### src/rtl/dmx_pkg.sv
package dmx_pkg;
  localparam int DMX_LANES = 4;
  localparam int DMX_PH_W  = $clog2(DMX_LANES);

  typedef enum logic [1:0] {
    MODE_SINGLE = 2'b00,
    MODE_DOUBLE = 2'b01,
    MODE_QUAD   = 2'b10,
    MODE_QUAD_X = 2'b11
  } dmx_mode_e;

  // divider bit that drives the data clock for a given mode
  function automatic int unsigned dclk_tap(input logic [1:0] m);
    case (m)
      MODE_SINGLE: return 1;
      MODE_DOUBLE: return 2;
      default:     return 3;
    endcase
  endfunction
endpackage

### src/rtl/dmx_phase_gen.sv
module dmx_phase_gen
  import dmx_pkg::*;
#(
  parameter int DIV_W = 4
) (
  input  logic                clk,
  input  logic                rst_in,
  input  logic [1:0]          mode,
  output logic [DMX_PH_W-1:0] ph,
  output logic                dclk_out
);
  logic [DIV_W-1:0] div_q;
  logic [DIV_W-1:0] div_nxt;
  logic             dclk_q;

  assign div_nxt = div_q + DIV_W'(1);

  always_ff @(posedge clk) begin
    if (rst_in) begin
      div_q  <= '0;
      dclk_q <= 1'b0;
    end else begin
      div_q  <= div_nxt;
      dclk_q <= div_nxt[dclk_tap(mode)];
    end
  end

  assign ph       = div_q[DMX_PH_W-1:0];
  assign dclk_out = dclk_q;
endmodule

### src/rtl/dmx_lane_capture.sv
module dmx_lane_capture
  import dmx_pkg::*;
#(
  parameter int DW = 8
) (
  input  logic                clk,
  input  logic                rst_in,
  input  logic [DMX_PH_W-1:0] ph,
  input  logic [DW-1:0]       din,
  output logic [DW-1:0]       port_a,
  output logic [DW-1:0]       port_b,
  output logic [DW-1:0]       port_c,
  output logic [DW-1:0]       port_d
);
  localparam logic [DMX_PH_W-1:0] LAST_PH = DMX_PH_W'(DMX_LANES - 1);

  logic [DW-1:0] hold [DMX_LANES-1];
  logic          primed_q;

  // one staging register per lane except the last, which goes straight out
  for (genvar g = 0; g < DMX_LANES - 1; g++) begin : g_stage
    logic [DW-1:0] q;
    always_ff @(posedge clk) begin
      if (!rst_in && ph == DMX_PH_W'(g)) q <= din;
    end
    assign hold[g] = q;
  end

  always_ff @(posedge clk) begin
    if (rst_in) begin
      port_a   <= '0;
      port_b   <= '0;
      port_c   <= '0;
      port_d   <= '0;
      primed_q <= 1'b0;
    end else if (ph == LAST_PH) begin
      port_d   <= din;
      primed_q <= 1'b1;
      if (primed_q) begin
        port_a <= hold[0];
        port_b <= hold[1];
        port_c <= hold[2];
      end
    end
  end
endmodule

### src/rtl/dmx_rst_delay.sv
module dmx_rst_delay #(
  // rising-edge stages; one falling-edge stage adds the half cycle
  parameter int RISE_STAGES = 8
) (
  input  logic clk,
  input  logic rst_in,
  output logic rst_out
);
  logic [RISE_STAGES-1:0] stg_q;
  logic                   half_q;

  always_ff @(posedge clk) begin
    stg_q <= {stg_q[RISE_STAGES-2:0], rst_in};
  end

  always_ff @(negedge clk) begin
    half_q <= stg_q[RISE_STAGES-1];
  end

  assign rst_out = half_q;
endmodule

### src/rtl/dmx_sync_demux4.sv
module dmx_sync_demux4
  import dmx_pkg::*;
#(
  parameter int DW = 8
) (
  input  logic          clk,
  input  logic          rst_in,
  input  logic [1:0]    mode,
  input  logic [DW-1:0] din,
  output logic [DW-1:0] port_a,
  output logic [DW-1:0] port_b,
  output logic [DW-1:0] port_c,
  output logic [DW-1:0] port_d,
  output logic          dclk_out,
  output logic          rst_out
);
  localparam int DIV_W = DMX_PH_W + 2;

  logic [DMX_PH_W-1:0] ph;

  dmx_phase_gen #(.DIV_W(DIV_W)) u_phase (
    .clk      (clk),
    .rst_in   (rst_in),
    .mode     (mode),
    .ph       (ph),
    .dclk_out (dclk_out)
  );

  dmx_lane_capture #(.DW(DW)) u_lanes (
    .clk    (clk),
    .rst_in (rst_in),
    .ph     (ph),
    .din    (din),
    .port_a (port_a),
    .port_b (port_b),
    .port_c (port_c),
    .port_d (port_d)
  );

  dmx_rst_delay #(.RISE_STAGES(8)) u_rdly (
    .clk     (clk),
    .rst_in  (rst_in),
    .rst_out (rst_out)
  );
endmodule

### config.mk
export PLATFORM = sky130hd
export DESIGN_NAME = dmx_sync_demux4
export DESIGN_NICKNAME = d
export VERILOG_FILES = /design/src/rtl/dmx_pkg.sv /design/src/rtl/dmx_phase_gen.sv /design/src/rtl/dmx_lane_capture.sv /design/src/rtl/dmx_rst_delay.sv /design/src/rtl/dmx_sync_demux4.sv
export SDC_FILE = /design/constraint.sdc
export NUM_CORES = 1
export LEC_CHECK = 0
export BUFFER_PORTS_ARGS = -buffer_cell sky130_fd_sc_hd__buf_4
export CAP_MARGIN = 20
export CORE_AREA = 2 2 68 70
export DETAILED_ROUTE_END_ITERATION = 10
export DIE_AREA = 0 0 70 72
export GPL_TIMING_DRIVEN = 1
export PLACE_DENSITY = 0.86
export SKIP_CTS_REPAIR_TIMING = 1
export SLEW_MARGIN = 5
export SYNTH_ARGS = -nofsm -noshare
export SYNTH_HDL_FRONTEND = slang
export SYNTH_SLANG_ARGS = --single-unit
### constraint.sdc
create_clock -name clk -period 3.46 [get_ports clk]
set_clock_uncertainty 0.05 [all_clocks]
set_input_delay 0.346 -clock clk [delete_from_list [all_inputs] [get_ports clk]]
set_output_delay 0.346 -clock clk [all_outputs]
set_load 0.05 [all_outputs]
==> reports/metrics.cfg <==
[die]
die_area_mm2 = 0.00504
core_mm2 = 0.00426
die_width_um = 70
io_pins = 46
core.rowCount = 24
die_h_um = 72
initial_utilization_pct = 53.7

[pwr]
clockPowerShare_pct = 43.2
p_int_mw = 1.38
p_leak_nw = 1.13
p_comb_share_pct = 4.8
vdd_drop_max_mv = 0.371
seqPwrFrac_pct = 52.1
p_sw_mw = 0.356
switching_share_pct = 20.6
pwr_density_cell_mw_per_mm2 = 600

[synth]
ys.flop_type = dfxtp_1
synthMostInstantiatedCell = nand2_1
syn-num-nets = 211
synth_xor_area_share_pct = 0.765
synth-compound-area-share_pct = 5.96
netlist_instances = 195
yosysWarningCount = 0
avgSynthCellArea_um2 = 11.7
yosys.area.top_type = dfxtp_1
yosysSeqAreaShare_pct = 72.6
async_reset_ff_share_pct = 0
syn_area_mm2 = 0.00229
synth_top_family_by_area = simple AND/OR/NAND/NOR gates
synth_commonest_cells = nand2_1 (48), dfxtp_1 (47), a21oi_1 (24), edfxtp_1 (24), nor2_1 (14)
yosys-mux-area-fraction_pct = 3.50
synth_edf_count = 24
synthTopCellsByArea = dfxtp_1 (41%), edfxtp_1 (31%), nand2_1 (7.9%)
yosys.area_share.simple_pct = 12.3
synth_fa_ha_area_share_pct = 2.19
synth-seq-cells = 71
yosysTopAreaCellShare_pct = 41.1
synth.distinct_cells = 20

[drt]
drt_pass1_iterations = 4
dr_wl_met2_um = 2030
detail-route-antenna-nets = 0
met1Wirelength_um = 1790
via_per_inst = 4.94
wl_met3_um = 231
vias = 1472
drt-initial-drc-count = 99
highest-signal-layer = met4
wirelength_um = 4180
drc = 0
wire_per_inst_um = 14.0

[global_route]
grt.overflow.total = 0
track_usage_pct = 18.1
grt_pass1_vias = 1502
antenna_found_initial = 0
grt_pass1_wl_um = 6780
grt_max_degree = 44

[status]
status = finished, final reports clean

[final_layout]
area_growth_pct = 26.2
fin_cells = 298
n_fill_cell = 327
antenna_cells = 0
final_design_area_no_fill_mm2 = 0.00289
drive_gt1_share_pct = 25.6
final_net_count = 257

[worst_hold_path]
holdPathEnd = u_lanes.g_stage[0].q[7]
hold_class = input pin to flop
hold_depth = 1
worstHoldStart = din[7]

[sta]
maxSlewHeadroom_pct = 46.4
hold_viol_final = 0
slew_viol_final = 0
setup_viol = 0
fin_setup_tns_ns = 0
worst_slew_pin_slew_ns = 0.804
rsz0062_at_grt = false

[placement]
io_buffers = 45
dp_cells = 282
post-dp-hpwl_um = 2620
gp_congestion = 0.748
placed_cell_area_mm2 = 0.00265

[clocking]
cts_root_buffer = clkbuf_8
path_clk_slew_ns = 0.07
clockBufferDepth = 2
cts_tree = done
clock_latency_ns = 0.34
clock-sinks = 71
cts_made_buffers = 9
htreeDepth = 3

[worst_setup_path]
r2r-end = u_rdly.rst_out
crit_path_max_incr_delay_ns = 0.30
arrival_ns = 2.59
cp_slowest_cell = dfxtp_1
path_max_fanout = 1
r2r-start = u_rdly.stg_q[7]
critPathTopFamily = flip-flops
cp-start-kind = flop
end_kind = primary output
cp_num_buf_inv = 1
crit_type = flop to primary output
crit_chain = buf_4
r2r_setup_slack_ns = 1.31
required_ns = 3.06
reg2regPathDepth = 0

[job]
maxCapViolations = 0

through the flow:
| step | setup WS [ns] | total power [mW] | utilization, % | hold slack [ns] |
|---|---|---|---|---|
| 6_report | 0.474 | 1.73 | 67.8 | 0.162 |
| 3_3_place_gp | 0.864 | 1.00 | 62.1 | 0.259 |
| 4_1_cts | 0.451 | 1.74 | 67.8 | 0.142 |
| 2_1_floorplan | 0.747 | 0.974 | - | 0.260 |
| 3_5_place_dp | 0.852 | 1.01 | 62.1 | 0.262 |
| 5_1_grt | 0.435 | 1.78 | 67.8 | 0.157 |
worst max path at each step:
stage	startpoint	endpoint	slack [ns]	depth (start not counted)
after floorplan	u_rdly.rst_out	rst_out	0.75	0
after global placement	u_rdly.rst_out	rst_out	0.86	1
after detailed placement	u_rdly.rst_out	rst_out	0.85	1
after CTS	u_rdly.rst_out	rst_out	0.45	1
after global routing	u_rdly.rst_out	rst_out	0.43	1
final	u_rdly.rst_out	rst_out	0.47	1
placed cells by master, fill, tap and decap left out, types with 3 or more instances in the layout:
cell,count
a21oi_1,24
buf_4,46
clkbuf_8,11
dfxtp_1,47
edfxtp_1,24
ha_1,4
inv_1,3
mux2i_1,8
nand2_1,48
nor2_1,14
nor2b_1,4
flip-flops by register name, summed over array words and instances (netlist names):
signal             cells
u_rdly.rst_out         1
u_lanes.port_b         8
u_lanes.port_c         8
u_phase.div_q          4
u_lanes.primed_q       1
u_phase.dclk_out       1
u_lanes.port_a         8
u_rdly.stg_q           8
u_lanes.port_d         8
u_lanes.g_stage.q     24
cell type report:
class                           instances  area, um2  share of cell area [%]
Sequential cell                        71       1660                    57.5
Multi-Input combinational cell        110        566                    19.6
Timing Repair Buffer                   46        345                    11.9
Clock buffer                           13        201                    6.97
Tap cell                               52       65.1                    2.25
Clock inverter                          4       43.8                    1.52
Inverter                                2       7.51                   0.260
power groups by stage:
stage / Combinational [mW] / Sequential, mW / Clock, mW
6_report: 0.0830 / 0.902 / 0.748
4_1_cts: 0.0844 / 0.902 / 0.756
5_1_grt: 0.0905 / 0.904 / 0.783
3_5_place_dp: 0.0840 / 0.920 / 0.00362
2_1_floorplan: 0.0332 / 0.937 / 0.00362
3_3_place_gp: 0.0818 / 0.919 / 0.00362
per-layer routing:
metal / global-route usage [%] / vias to the layer above
met3: 4.17 / 11
met2: 30.3 / 41
met5: 0 / -
li1: - / 732
met1: 20.1 / 688
met4: 14.3 / 0
kinds of logic (layout without fill, tap and decap cells):
| logic type | count (synthesis) | in the layout |
|---|---|---|
| muxes | 8 | 8 |
| xor gates and xnor gates | 2 | 2 |
| and+or+nand+nor | 70 | 70 |
| adders and majority gates | 4 | 4 |
| AOI/OAI and AO/OA | 26 | 26 |
| DFF | 71 | 71 |
| buffers and inverters | 14 | 65 |
(Power assumes the default switching activity.)
